==> src/rtl/cae_pkg.sv <==
// Package: shared constants and the control-register type for the codec
// command engine. Bit positions here are the host-visible layout.
package cae_pkg;
    localparam int CODEC_W  = 2;

    // register offsets
    localparam int OFF_CTRL = 0;
    localparam int OFF_TX1  = 1;
    localparam int OFF_TX2  = 2;
    localparam int OFF_RX1  = 3;
    localparam int OFF_RX2  = 4;
    localparam int OFF_STAT = 5;

    // control-register bit positions
    localparam int CB_EN    = 0;
    localparam int CB_TX1   = 1;
    localparam int CB_TX2   = 2;
    localparam int CB_RX1   = 3;
    localparam int CB_RX2   = 4;
    localparam int CB_CODEC = 8;

    // status-register bit positions
    localparam int ST_BUSY1 = 0;
    localparam int ST_BUSY2 = 1;
    localparam int ST_VAL1  = 2;
    localparam int ST_VAL2  = 3;
    localparam int ST_MISM  = 4;
    localparam int ST_W     = 5;

    typedef struct packed {
        logic [CODEC_W-1:0] codec;
        logic               rx2_en;
        logic               rx1_en;
        logic               tx2_en;
        logic               tx1_en;
        logic               glb_en;
    } ctrl_t;
endpackage

==> src/rtl/cae_regs.sv <==
// Module: cae_regs
// Host register window: holds the control register, turns host accesses
// into one-cycle command pulses and muxes the read data.
// Assumes: single-cycle host accesses; host_rdata is valid in the cycle
// host_addr is presented. Slot writes are dropped while globally disabled.
module cae_regs
    import cae_pkg::*;
#(
    parameter int SLOT_W = 20,
    parameter int REG_AW = 3
) (
    input  logic              clk,
    input  logic              rst_n,
    input  logic              host_wr,
    input  logic              host_rd,
    input  logic [REG_AW-1:0] host_addr,
    input  logic [SLOT_W-1:0] host_wdata,
    output logic [SLOT_W-1:0] host_rdata,
    output ctrl_t             ctrl,
    output logic              wr_tx1,
    output logic              wr_tx2,
    output logic              rd_rx1,
    output logic              rd_rx2,
    input  logic [ST_W-1:0]   stat,
    input  logic [SLOT_W-1:0] rx1_word,
    input  logic [SLOT_W-1:0] rx2_word
);
    localparam logic [REG_AW-1:0] A_CTRL = REG_AW'(OFF_CTRL);
    localparam logic [REG_AW-1:0] A_TX1  = REG_AW'(OFF_TX1);
    localparam logic [REG_AW-1:0] A_TX2  = REG_AW'(OFF_TX2);
    localparam logic [REG_AW-1:0] A_RX1  = REG_AW'(OFF_RX1);
    localparam logic [REG_AW-1:0] A_RX2  = REG_AW'(OFF_RX2);
    localparam logic [REG_AW-1:0] A_STAT = REG_AW'(OFF_STAT);

    // Purpose: capture the control register on a host write.
    always_ff @(posedge clk) begin
        if (!rst_n) begin
            ctrl <= '0;
        end else if (host_wr && host_addr == A_CTRL) begin
            ctrl.glb_en <= host_wdata[CB_EN];
            ctrl.tx1_en <= host_wdata[CB_TX1];
            ctrl.tx2_en <= host_wdata[CB_TX2];
            ctrl.rx1_en <= host_wdata[CB_RX1];
            ctrl.rx2_en <= host_wdata[CB_RX2];
            ctrl.codec  <= host_wdata[CB_CODEC +: CODEC_W];
        end
    end

    // Purpose: decode host accesses into command pulses.
    always_comb begin
        wr_tx1 = host_wr && host_addr == A_TX1 && ctrl.glb_en;
        wr_tx2 = host_wr && host_addr == A_TX2 && ctrl.glb_en;
        rd_rx1 = host_rd && host_addr == A_RX1;
        rd_rx2 = host_rd && host_addr == A_RX2;
    end

    // Purpose: select the word returned to the host.
    always_comb begin
        host_rdata = '0;
        unique case (host_addr)
            A_CTRL: begin
                host_rdata[CB_EN]                = ctrl.glb_en;
                host_rdata[CB_TX1]               = ctrl.tx1_en;
                host_rdata[CB_TX2]               = ctrl.tx2_en;
                host_rdata[CB_RX1]               = ctrl.rx1_en;
                host_rdata[CB_RX2]               = ctrl.rx2_en;
                host_rdata[CB_CODEC +: CODEC_W]  = ctrl.codec;
            end
            A_RX1:   host_rdata = rx1_word;
            A_RX2:   host_rdata = rx2_word;
            A_STAT:  host_rdata[ST_W-1:0] = stat;
            default: host_rdata = '0;
        endcase
    end
endmodule

==> src/rtl/cae_tx.sv <==
// Module: cae_tx
// Transmit side: holds the two command-slot words, tracks per-slot busy
// and the slot-2 armed state, and presents sent words at each frame.
// Assumes: frame_strobe is a single-cycle pulse; a host write in the same
// cycle as a strobe wins over the strobe's clearing of busy.
module cae_tx
    import cae_pkg::*;
#(
    parameter int SLOT_W = 20
) (
    input  logic               clk,
    input  logic               rst_n,
    input  logic               glb_en,
    input  logic               tx1_en,
    input  logic               tx2_en,
    input  logic [CODEC_W-1:0] codec,
    input  logic               wr_tx1,
    input  logic               wr_tx2,
    input  logic [SLOT_W-1:0]  wdata,
    input  logic               frame_strobe,
    output logic               busy1,
    output logic               busy2,
    output logic               armed2,
    output logic [1:0]         tx_tag,
    output logic [SLOT_W-1:0]  tx_slot1,
    output logic [SLOT_W-1:0]  tx_slot2,
    output logic [CODEC_W-1:0] tx_codec
);
    logic [SLOT_W-1:0] hold1;
    logic [SLOT_W-1:0] hold2;
    logic              send1;
    logic              send2;

    // Purpose: decide which committed slots leave in this frame.
    always_comb begin
        send1 = frame_strobe && busy1 && tx1_en;
        send2 = frame_strobe && armed2 && tx2_en;
    end

    // Purpose: slot-1 holding word and busy flag.
    always_ff @(posedge clk) begin
        if (!rst_n || !glb_en) begin
            hold1 <= '0;
            busy1 <= 1'b0;
        end else begin
            if (wr_tx1) hold1 <= wdata;
            if (wr_tx1)      busy1 <= 1'b1;
            else if (send1)  busy1 <= 1'b0;
        end
    end

    // Purpose: slot-2 holding word, busy flag and arming by a slot-1 write.
    always_ff @(posedge clk) begin
        if (!rst_n || !glb_en) begin
            hold2  <= '0;
            busy2  <= 1'b0;
            armed2 <= 1'b0;
        end else begin
            if (wr_tx2) hold2 <= wdata;
            if (wr_tx2)      busy2 <= 1'b1;
            else if (send2)  busy2 <= 1'b0;
            if (wr_tx2 || send2) armed2 <= 1'b0;
            else if (wr_tx1)     armed2 <= busy2;
        end
    end

    // Purpose: present the frame's outgoing words, tags and codec number.
    always_ff @(posedge clk) begin
        if (!rst_n) begin
            tx_tag   <= '0;
            tx_slot1 <= '0;
            tx_slot2 <= '0;
            tx_codec <= '0;
        end else if (!glb_en) begin
            tx_tag   <= '0;
        end else if (frame_strobe) begin
            tx_tag   <= {send2, send1};
            tx_codec <= codec;
            if (send1) tx_slot1 <= hold1;
            if (send2) tx_slot2 <= hold2;
        end
    end
endmodule

==> src/rtl/cae_rx.sv <==
// Module: cae_rx
// Receive side: latches returned slot words per tag and enable, keeps the
// valid flags, and checks the address echo of a pending read.
// Assumes: at most one read request outstanding; a new slot-1 write
// replaces the pending request and clears the mismatch flag.
module cae_rx
    import cae_pkg::*;
#(
    parameter int SLOT_W   = 20,
    parameter int ADDR_LSB = 12,
    parameter int ADDR_W   = 7
) (
    input  logic              clk,
    input  logic              rst_n,
    input  logic              glb_en,
    input  logic              rx1_en,
    input  logic              rx2_en,
    input  logic              frame_strobe,
    input  logic [1:0]        in_tag,
    input  logic [SLOT_W-1:0] in_slot1,
    input  logic [SLOT_W-1:0] in_slot2,
    input  logic              wr_tx1,
    input  logic              req_rd,
    input  logic [ADDR_W-1:0] req_addr,
    input  logic              rd_rx1,
    input  logic              rd_rx2,
    output logic [SLOT_W-1:0] rx1_word,
    output logic [SLOT_W-1:0] rx2_word,
    output logic              valid1,
    output logic              valid2,
    output logic              mismatch
);
    logic              rd_pend;
    logic [ADDR_W-1:0] pend_addr;
    logic              echo_bad;
    logic [1:0]        cap;
    logic [1:0]        rd_clr;
    logic [1:0]        vld_q;
    logic [SLOT_W-1:0] word_in [2];
    logic [SLOT_W-1:0] word_q  [2];

    // Purpose: decide which returned slots are latched this cycle.
    always_comb begin
        cap[0]   = frame_strobe && in_tag[0] && rx1_en;
        echo_bad = cap[0] && rd_pend && in_slot1[ADDR_LSB +: ADDR_W] != pend_addr;
        cap[1]   = frame_strobe && in_tag[1] && rx2_en && !echo_bad;
        rd_clr   = {rd_rx2, rd_rx1};
        word_in[0] = in_slot1;
        word_in[1] = in_slot2;
    end

    // Purpose: one receive register and valid flag per slot.
    for (genvar s = 0; s < 2; s++) begin : g_slot
        always_ff @(posedge clk) begin
            if (!rst_n || !glb_en) begin
                word_q[s] <= '0;
                vld_q[s]  <= 1'b0;
            end else begin
                if (cap[s]) word_q[s] <= word_in[s];
                if (cap[s])         vld_q[s] <= 1'b1;
                else if (rd_clr[s]) vld_q[s] <= 1'b0;
            end
        end
    end

    // Purpose: track the pending read request and the echo-mismatch flag.
    always_ff @(posedge clk) begin
        if (!rst_n || !glb_en) begin
            rd_pend   <= 1'b0;
            pend_addr <= '0;
            mismatch  <= 1'b0;
        end else if (wr_tx1) begin
            rd_pend   <= req_rd;
            pend_addr <= req_addr;
            mismatch  <= 1'b0;
        end else if (cap[0]) begin
            rd_pend   <= 1'b0;
            if (echo_bad) mismatch <= 1'b1;
        end
    end

    assign rx1_word = word_q[0];
    assign rx2_word = word_q[1];
    assign valid1   = vld_q[0];
    assign valid2   = vld_q[1];
endmodule

==> src/rtl/codec_cmd_engine.sv <==
// Module: codec_cmd_engine
// Top of the codec command engine: host register window, transmit side
// for the two command slots and receive side with echo checking.
// Assumes: synchronous active-low reset; one frame_strobe per frame.
module codec_cmd_engine
    import cae_pkg::*;
#(
    parameter int SLOT_W   = 20,
    parameter int REG_AW   = 3,
    parameter int ADDR_LSB = 12,
    parameter int ADDR_W   = 7,
    parameter int RD_BIT   = 19
) (
    input  logic               clk,
    input  logic               rst_n,
    input  logic               host_wr,
    input  logic               host_rd,
    input  logic [REG_AW-1:0]  host_addr,
    input  logic [SLOT_W-1:0]  host_wdata,
    output logic [SLOT_W-1:0]  host_rdata,
    input  logic               frame_strobe,
    input  logic [1:0]         in_tag,
    input  logic [SLOT_W-1:0]  in_slot1,
    input  logic [SLOT_W-1:0]  in_slot2,
    output logic [1:0]         tx_tag,
    output logic [SLOT_W-1:0]  tx_slot1,
    output logic [SLOT_W-1:0]  tx_slot2,
    output logic [CODEC_W-1:0] tx_codec
);
    ctrl_t             ctrl;
    logic              glb_en;
    logic              tx1_en;
    logic              wr_tx1;
    logic              wr_tx2;
    logic              rd_rx1;
    logic              rd_rx2;
    logic              busy1;
    logic              busy2;
    logic              armed2;
    logic              valid1;
    logic              valid2;
    logic              mismatch;
    logic [SLOT_W-1:0] rx1_word;
    logic [SLOT_W-1:0] rx2_word;
    logic [ST_W-1:0]   stat;

    assign glb_en = ctrl.glb_en;
    assign tx1_en = ctrl.tx1_en;

    // Purpose: assemble the status word.
    always_comb begin
        stat           = '0;
        stat[ST_BUSY1] = busy1;
        stat[ST_BUSY2] = busy2;
        stat[ST_VAL1]  = valid1;
        stat[ST_VAL2]  = valid2;
        stat[ST_MISM]  = mismatch;
    end

    cae_regs #(.SLOT_W(SLOT_W), .REG_AW(REG_AW)) u_regs (
        .clk(clk), .rst_n(rst_n),
        .host_wr(host_wr), .host_rd(host_rd), .host_addr(host_addr),
        .host_wdata(host_wdata), .host_rdata(host_rdata),
        .ctrl(ctrl), .wr_tx1(wr_tx1), .wr_tx2(wr_tx2),
        .rd_rx1(rd_rx1), .rd_rx2(rd_rx2),
        .stat(stat), .rx1_word(rx1_word), .rx2_word(rx2_word)
    );

    cae_tx #(.SLOT_W(SLOT_W)) u_tx (
        .clk(clk), .rst_n(rst_n),
        .glb_en(glb_en), .tx1_en(tx1_en), .tx2_en(ctrl.tx2_en),
        .codec(ctrl.codec),
        .wr_tx1(wr_tx1), .wr_tx2(wr_tx2), .wdata(host_wdata),
        .frame_strobe(frame_strobe),
        .busy1(busy1), .busy2(busy2), .armed2(armed2),
        .tx_tag(tx_tag), .tx_slot1(tx_slot1), .tx_slot2(tx_slot2),
        .tx_codec(tx_codec)
    );

    cae_rx #(.SLOT_W(SLOT_W), .ADDR_LSB(ADDR_LSB), .ADDR_W(ADDR_W)) u_rx (
        .clk(clk), .rst_n(rst_n),
        .glb_en(glb_en), .rx1_en(ctrl.rx1_en), .rx2_en(ctrl.rx2_en),
        .frame_strobe(frame_strobe), .in_tag(in_tag),
        .in_slot1(in_slot1), .in_slot2(in_slot2),
        .wr_tx1(wr_tx1), .req_rd(host_wdata[RD_BIT]),
        .req_addr(host_wdata[ADDR_LSB +: ADDR_W]),
        .rd_rx1(rd_rx1), .rd_rx2(rd_rx2),
        .rx1_word(rx1_word), .rx2_word(rx2_word),
        .valid1(valid1), .valid2(valid2), .mismatch(mismatch)
    );
endmodule

==> config.mk <==
export PLATFORM = sky130hd
export DESIGN_NAME = codec_cmd_engine
export DESIGN_NICKNAME = d
export VERILOG_FILES = /design/src/rtl/cae_pkg.sv /design/src/rtl/cae_regs.sv /design/src/rtl/cae_tx.sv /design/src/rtl/cae_rx.sv /design/src/rtl/codec_cmd_engine.sv
export SDC_FILE = /design/constraint.sdc
export NUM_CORES = 1
export LEC_CHECK = 0
export BUFFER_PORTS_ARGS = -buffer_cell sky130_fd_sc_hd__buf_2
export CORE_MARGIN = 4
export CORE_UTILIZATION = 55
export CTS_BUF_LIST = sky130_fd_sc_hd__clkbuf_8
export DETAILED_ROUTE_END_ITERATION = 6
export PLACE_DENSITY = 0.82
export SYNTH_ARGS = -nofsm -noshare
export SYNTH_HDL_FRONTEND = slang
export SYNTH_SLANG_ARGS = --single-unit
==> constraint.sdc <==
create_clock -name clk -period 4.3 [get_ports clk]
set_input_delay 0.86 -clock clk [delete_from_list [all_inputs] [get_ports clk]]
set_output_delay 0.86 -clock clk [all_outputs]
set_load 0.01 [all_outputs]
# == After elaboration in Yosys (flattened, before gate mapping) ==
# Memories as Yosys holds them, arrays and structs flattened.
# Cells that the tools add are included.
# totals
ff_bits,105
ram_bits,40
inputBits,70
output_inout_bits,64
mem_count,1
# mem_list
memory,words,word_bits,rd,rd_ports_with_merged_regs,write_ports,line,text
u_rx.word_q,2,20,2,0,2,cae_rx.sv:40,logic [SLOT_W-1:0] word_q [2];
# classes
eq_ne,6
mux,24
bitwise,2
n_reduce_logical,36
# op_table
operator,n
$mux W20,2
$pmux W10 S2,1
$pmux W5 S4,1
$logic_and A1 B1 Y1,18
$mux W1,18
$reduce_bool A2 Y1,5
$ne A7 B7 Y1,1
$eq A3 B2 Y1 const B,2
$eq A3 B3 Y1 const B,2
$pmux W2 S3,1
$pmux W3 S2,1
$reduce_and A2 Y1,3
$reduce_and A3 Y1,2
$reduce_or A2 Y1,2
$eq A3 B1 Y1 const B,1
$logic_not A1 Y1,3
$logic_not A3 Y1,1
$logic_or A1 B1 Y1,2
$or A1 B1 Y1,2

# == Longest topological paths before layout ==
# Gate-level depths: netlist of the first run.
# logic_depth
word_depth,10
mapped_depth,5
ltp_nobuf,4

# == Hierarchy ==
# A second synthesis of the first run with hierarchy kept.
# unflattened
hier_cells,588
hier_area_um2,6313.6
# by_module_without_submodules
module,n_inst,cells_per_inst,area_per_inst_um2,seq_area_each_um2
cae_tx,1,337,3363.2,1741.7
cae_rx,1,164,2177.1,1421.4
cae_regs,1,87,773.2,140.1

# == Worst setup path after synthesis of the first run ==
# No wires, ideal clock.
# synth_timing
path_kind,input port to flip-flop
from,input port in_slot1[17]
to,"memory u_rx.word_q[1][0], enable pin"
setup_time_ns,0.425
arrival_ns,3.118
t_required_ns,3.875
path_slack_ns,0.757
path_stages,5
n_path_buf,1
cell_sequence,xor2_1 nor4_2 a31oi_2 buf_6 o21ai_0
# synth_lines
element,line,text
"start, declared",codec_cmd_engine.sv:23,"input logic [SLOT_W-1:0] in_slot1,"
"end, declared",cae_rx.sv:40,

# == Final worst setup path of the first run ==
# layout_timing
from,input port host_addr[2]
to,output port host_rdata[10]
# layout_between
elab_chain_cells,2
elab_cells_between_ends,3
classes_between,2 x eq/ne; 1 x mux
# layout_lines
element,line,text
"start, declared",codec_cmd_engine.sv:18,"input logic [REG_AW-1:0] host_addr,"
$eq A3 B3 Y1 / $eq A3 B2 Y1 (equally long branches),cae_regs.sv:60,unique case (host_addr)
$pmux W10 S2 (*),cae_regs.sv:60,
"end, declared",codec_cmd_engine.sv:20,"output logic [SLOT_W-1:0] host_rdata,"
# Mark *: on every way between the ends. The rest lies on a longest branch, timed or not.

==> impl_metrics.py, run 1 <==
metrics = {
    "setup_path": {
        "cpMostUsedCell": "buf_2",
        "cp.required_ns": 3.44,
        "endpoint_kind": "output pin",
        "cpMaxStageDelayCell": "nor3b_2",
        "crit_family": "simple AND/OR/NAND/NOR gates",
        "path_cells": "buf_2, nor3b_2, a22o_1, buf_2",
        "max_stage_delay_ns": 0.82,
        "worstPathArrival_ns": 2.31,
        "cp.buffers_inverters": 2,
        "crit_type": "in -> out",
        "crit_fanout": 14,
        "worstSetupStartpointType": "input port",
    },
    "clock_network": {
        "clk_pin_slew_ns": 0.09,
        "cts_tree": "built",
        "htreeDepth": 4,
        "cts_resized": 0,
        "post_cts_buffers": 0,
        "cts_root_buffer": "clkbuf_8",
        "cts_max_path_buffers": 2,
        "clk_latency_ns": 0.44,
        "cts_made_buffers": 17,
        "cts_hold_buf": 0,
        "clkSinkCount": 138,
    },
    "placement": {
        "globalplace.congestion": 0.823,
        "hpwl_um": 9720,
        "post-place-ws_ns": 1.14,
        "io_buffers": 133,
    },
    "min_path": {
        "hp-class": "reg -> reg",
    },
    "pwr": {
        "power-per-cell-area_nw_per_um2": 374,
        "share_comb_of_total_power": 0.034,
        "ir_drop_uv": 242,
        "power_frac_seq": 0.537,
        "power.switching_uw": 578,
        "swShare": 0.232,
        "p_total_mw": 2.50,
        "internal_power_mw": 1.92,
        "clockPowerShare": 0.430,
        "power_leakage_nw": 2.58,
    },
    "floorplanning": {
        "io_pins": 134,
        "start_util": 0.567,
        "die-area_um2": 11800,
        "coreArea_um2": 9820,
        "num_rows": 36,
        "fp.dieW_um": 109,
        "die_h_um": 109,
    },
    "finish": {
        "area_delta_synth_final_pct": 19.9,
        "final_nets": 783,
        "n_fill_cell": 793,
        "diodes": 0,
        "layout-drive-gt1-share": 0.253,
    },
    "routing": {
        "vias": 4694,
        "firstDrtPassIters": 5,
        "postRouteAntennaNets": 0,
        "vias_per_cell": 5.46,
        "wire_per_inst_um": 16.3,
        "drc": 0,
        "first_iter_violations": 331,
        "routed_wl_um": 14000,
    },
    "grt": {
        "grt_max_degree": 51,
        "first_global_vias": 4648,
        "overflow": 0,
        "antenna_found_initial": 0,
        "grt_first_pass_wirelength_um": 22100,
        "grtUsageTotal": 0.241,
    },
    "synthesis": {
        "synth-seq-cells": 138,
        "yosysSeqAreaShare": 0.568,
        "async_reset_ff_frac": 0,
        "synth_warnings": 0,
        "avgSynthCellArea_um2": 9.33,
        "netlist_instances": 597,
        "synthFlopType": "dfxtp_1",
        "ys_types": 35,
        "synth-edff-count": 40,
        "synth_nets": 667,
        "synthesis.area_um2": 5570,
    },
    "outcome": {
        "run_status": "complete, no violations",
    },
    "timing": {
        "fin_crit_ns": 3.17,
        "period_share": 0.737,
        "setup_tns_ns": 0,
        "slew_violations": 0,
        "fmax_ghz": 0.316,
        "worst_slack_ns": 1.13,
        "relSlewSlack": 0.260,
        "worst_pin_slew_ns": 1.11,
        "hold_violations": 0,
        "rsz0062_at_grt": "false",
        "clock-skew-final_ns": 0.0108,
        "setup_viol_count_final": 0,
    },
    "job": {
        "max_cap_viol_count": 0,
    },
}
[layer usage]
metal,share of wire,vias up,GRT usage
met5,0,-,0
met4,0.025,0,0.0992
met3,0.069,30,0.0604
met2,0.49,186,0.403
met1,0.41,2223,0.299
li1,-,2255,-
[synthesized netlist by cell type (8+ instances only)]
cell type	n	area, µm²
dfxtp_1	98	1960
edfxtp_1	40	1200
a21boi_0	42	315
a21oi_1	47	235
and2_1	22	138
mux2i_1	9	90.1
buf_2	12	60.1
clkbuf_1	27	101
nand3_1	8	40.0
a22o_1	13	114
nand2_1	200	751
nor3_1	16	80.1
[power groups by stage]
stage                     clock network, mW  registers [mW]  logic, mW
final                                  1.07            1.34     0.0843
after global routing                   1.15            1.34     0.0914
after CTS                              1.08            1.34     0.0840
after detailed placement                  0            1.37     0.0836
after global placement                    0            1.37     0.0810
after floorplan                           0            1.37     0.0367
[cells in the final DEF, fill, tap and decap left out, drive strengths merged]
cell type  Yosys  layout
a221oi         1       1
buf           16     140
nand3          8       8
a2111oi        1       1
o21ai          6       6
dfxtp         98      98
nor4           1       1
edfxtp        40      40
mux2           5       5
nor2b          7       7
clkinvlp       0       2
and3b          1       1
and3           1       1
nor3          18      18
a22oi          5       5
xnor2          1       1
a22o          13      13
nor4b          3       3
nor2           6       6
xor2           6       6
inv            0       5
mux2i          9       9
clkinv         0       5
nand4          4       4
o31ai          2       2
nor3b          1       1
bufinv         0       2
nand2b         2       2
clkbuf        27      18
a21boi        42      42
o211a          1       1
and4           2       2
a21oi         47      47
nand2        200     200
and2          22      22
a31oi          1       1
[state kept, by name, indices dropped and copies added (netlist names), 2 cells and up]
register / cells
u_tx.tx_tag: 2
u_tx.tx_slot1: 20
u_rx.word_q: 40
u_regs.ctrl: 7
u_tx.tx_codec: 2
u_tx.hold1: 14
u_tx.hold2: 20
u_rx.pend_addr: 6
u_tx.tx_slot2: 20
[tightest hold or removal path, delay by kind of cell (launching register included)]
kind	cells	cell delay (ns)
DFF	1	0.31
AOI/OAI and AO/OA	1	0.06
and+or+nand+nor	1	0.05
[layout make-up]
cell class / instances / area, µm² / share of cell area
timing repair buffer: 140 / 718 / 0.108
multi-input combinational: 416 / 2220 / 0.333
tap: 133 / 166 / 0.0249
clock buffer: 18 / 248 / 0.0371
clock inverter: 14 / 161 / 0.0242
sequential: 138 / 3160 / 0.474
[cells by family after synthesis]
kind of cell,share of synthesized area
AND/OR/NAND/NOR,0.218
XOR/XNOR,0.0110
AO/OA/AOI/OAI,0.141
multiplexers,0.0263
buffers and inverters,0.0357
flip-flops,0.568
[metrics by stage]
step                      utilization  instances  area, µm²  hold WS, ns
after floorplan                     -        597       5570        0.433
after global placement          0.638        827       6270        0.443
after detailed placement        0.638        827       6270        0.448
after CTS                       0.680        859       6680        0.460
after global routing            0.680        859       6680        0.478
final                           0.680        859       6680        0.457
[final timing paths]
path                                  startpoint                               to  slack (ns)  cells after the start
hold reg to reg       u_tx.hold2[9]$_SDFFE_PN0P_    u_tx.tx_slot2[9]$_SDFFE_PN0P_        0.46                      2
setup / recovery                    host_addr[2]                   host_rdata[10]        1.13                      4
hold / removal        u_tx.hold2[9]$_SDFFE_PN0P_    u_tx.tx_slot2[9]$_SDFFE_PN0P_        0.46                      2
setup reg to reg  u_rx.pend_addr[5]$_SDFFE_PN0P_  u_rx.word_q[1][3]$_SDFFCE_PN0P_        1.90                      5
(Power assumes the default switching activity.)
==> run 2: changes to the inputs <==
==> constraint.sdc (replaced) <==
create_clock -name clk -period 3.2 [get_ports clk]
set_input_delay 0.64 -clock clk [delete_from_list [all_inputs] [get_ports clk]]
set_output_delay 0.64 -clock clk [all_outputs]
set_load 0.01 [all_outputs]
==> impl_metrics.py, run 2 (synthesized netlist as in run 1, its figures left out) <==
metrics = {
    "setup_path": {
        "cpMostUsedCell": "buf_2",
        "crit_fanout": 13,
        "cp.buffers_inverters": 2,
        "path_cells": "buf_2, nor2_1, a22oi_1, o21ai_0, buf_2",
        "max_stage_delay_ns": 0.38,
        "cpMaxStageDelayCell": "nor2_1",
        "crit_family": "simple AND/OR/NAND/NOR gates",
        "crit_type": "in -> out",
        "cp.required_ns": 2.56,
        "endpoint_kind": "output pin",
        "worstSetupStartpointType": "input port",
        "worstPathArrival_ns": 1.74,
    },
    "finish": {
        "regMostFlops": "u_rx.word_q",
        "largest_reg_flops": 40,
        "final_nets": 792,
        "area_delta_synth_final_pct": 21.5,
        "layout-drive-gt1-share": 0.256,
        "final_common_cell": "nand2_1",
        "final_cell_mix": "200 x nand2_1, 133 x buf_2, 98 x dfxtp_1",
        "diodes": 0,
    },
    "grt": {
        "first_global_vias": 4637,
        "overflow": 0,
        "grtUsageTotal": 0.247,
        "antenna_found_initial": 0,
        "grt_max_degree": 51,
        "grt_first_pass_wirelength_um": 22500,
    },
    "floorplanning": {
        "fp.dieW_um": 109,
        "io_pins": 134,
        "die-area_um2": 11800,
        "num_rows": 36,
        "coreArea_um2": 9820,
        "start_util": 0.567,
        "die_h_um": 109,
    },
    "clock_network": {
        "cts_root_buffer": "clkbuf_8",
        "cts_resized": 0,
        "clk_latency_ns": 0.43,
        "clkSinkCount": 138,
        "cts_tree": "built",
        "cts_made_buffers": 17,
        "htreeDepth": 4,
        "cts_hold_buf": 0,
        "post_cts_buffers": 0,
        "clk_pin_slew_ns": 0.07,
        "cts_max_path_buffers": 2,
    },
    "pwr": {
        "clockPowerShare": 0.443,
        "power_frac_seq": 0.523,
        "power-per-cell-area_nw_per_um2": 509,
        "internal_power_mw": 2.74,
        "swShare": 0.203,
        "share_comb_of_total_power": 0.034,
        "ir_drop_uv": 305,
        "power.switching_uw": 699,
        "power_leakage_nw": 2.66,
    },
    "timing": {
        "relSlewSlack": 0.399,
        "setup_tns_ns": 0,
        "holdWs_ns": 0.456,
        "fin_crit_ns": 2.38,
        "clock-skew-final_ns": 0.0112,
        "hold_violations": 0,
        "period_share": 0.743,
        "setup_viol_count_final": 0,
        "worst_pin_slew_ns": 0.900,
        "fmax_ghz": 0.421,
        "slew_violations": 0,
        "rsz0062_at_grt": "false",
    },
    "routing": {
        "firstDrtPassIters": 5,
        "vias_per_cell": 5.39,
        "wire_per_inst_um": 16.3,
        "drc": 0,
        "routed_wl_um": 14100,
        "postRouteAntennaNets": 0,
        "first_iter_violations": 248,
        "vias": 4670,
    },
    "min_path": {
        "hp-class": "reg -> reg",
    },
    "placement": {
        "globalplace.congestion": 0.857,
        "io_buffers": 133,
        "hpwl_um": 9870,
    },
    "outcome": {
        "run_status": "complete, no violations",
    },
    "job": {
        "max_cap_viol_count": 0,
    },
}
[run 2: cell count changes in the layout (fill, tap and decap cells not counted), moves of 2 or more]
cell        previous run  this run
buf_4                  7        16
bufinv_16              2         4
clkbuf_8              18        20
clkinv_4               4         1
clkinvlp_4             2         0
inv_1                  0         4
inv_6                  4         0
[run 2: path summary, 6_finish.rpt]
check / startpoint / endpoint / slack, ns / cells after the start
hold reg to reg: u_tx.hold2[1]$_SDFFE_PN0P_ / u_tx.hold2[1]$_SDFFE_PN0P_ / 0.46 / 2
hold / removal: u_tx.hold2[1]$_SDFFE_PN0P_ / u_tx.hold2[1]$_SDFFE_PN0P_ / 0.46 / 2
setup reg to reg: u_regs.ctrl[0]$_SDFFE_PN0P_ / u_rx.word_q[0][15]$_SDFFCE_PN0P_ / 1.10 / 3
setup / recovery: host_addr[0] / host_rdata[3] / 0.82 / 5
[run 2: layout make-up]
type	count	area, µm²
repair buffers	149	786
well taps	133	166
multi-input cells	416	2220
flip-flops and latches	138	3160
fillers	776	3050
clock inverters	11	154
clock buffers	20	275
[run 2: power groups by stage]
stage               clock network (mW)  logic [mW]  registers [mW]
detailed placement                   0       0.115            1.84
finish                            1.52       0.118            1.80
floorplan                            0      0.0494            1.84
CTS                               1.54       0.116            1.80
global placement                     0       0.113            1.84
global route                      1.63       0.127            1.80
[run 2: stage by stage]
| step | instances | area [µm²] | setup slack (ns) | power, mW | util |
|---|---|---|---|---|---|
| floorplan | 597 | 5570 | 0.422 | 1.89 | - |
| global placement | 836 | 6340 | 0.882 | 1.95 | 0.645 |
| detailed placement | 836 | 6340 | 0.801 | 1.96 | 0.645 |
| CTS | 867 | 6770 | 0.836 | 3.46 | 0.689 |
| global route | 867 | 6770 | 0.695 | 3.55 | 0.689 |
| finish | 867 | 6770 | 0.823 | 3.44 | 0.689 |
[run 2: worst min-delay path: cells and delay by family (launching register included)]
family	cells	cell delay, ns
DFF	1	0.31
AOI/OAI and AO/OA	1	0.05
and+or+nand+nor	1	0.05
[run 2: metal layers]
metal	share of wire	routed length, µm	up-vias	global-route usage
met1	0.41	5750	2217	0.305
met4	0.020	280	0	0.0965
met2	0.50	7130	164	0.417
met5	0	0	-	0
met3	0.069	973	22	0.0616
li1	-	-	2267	-
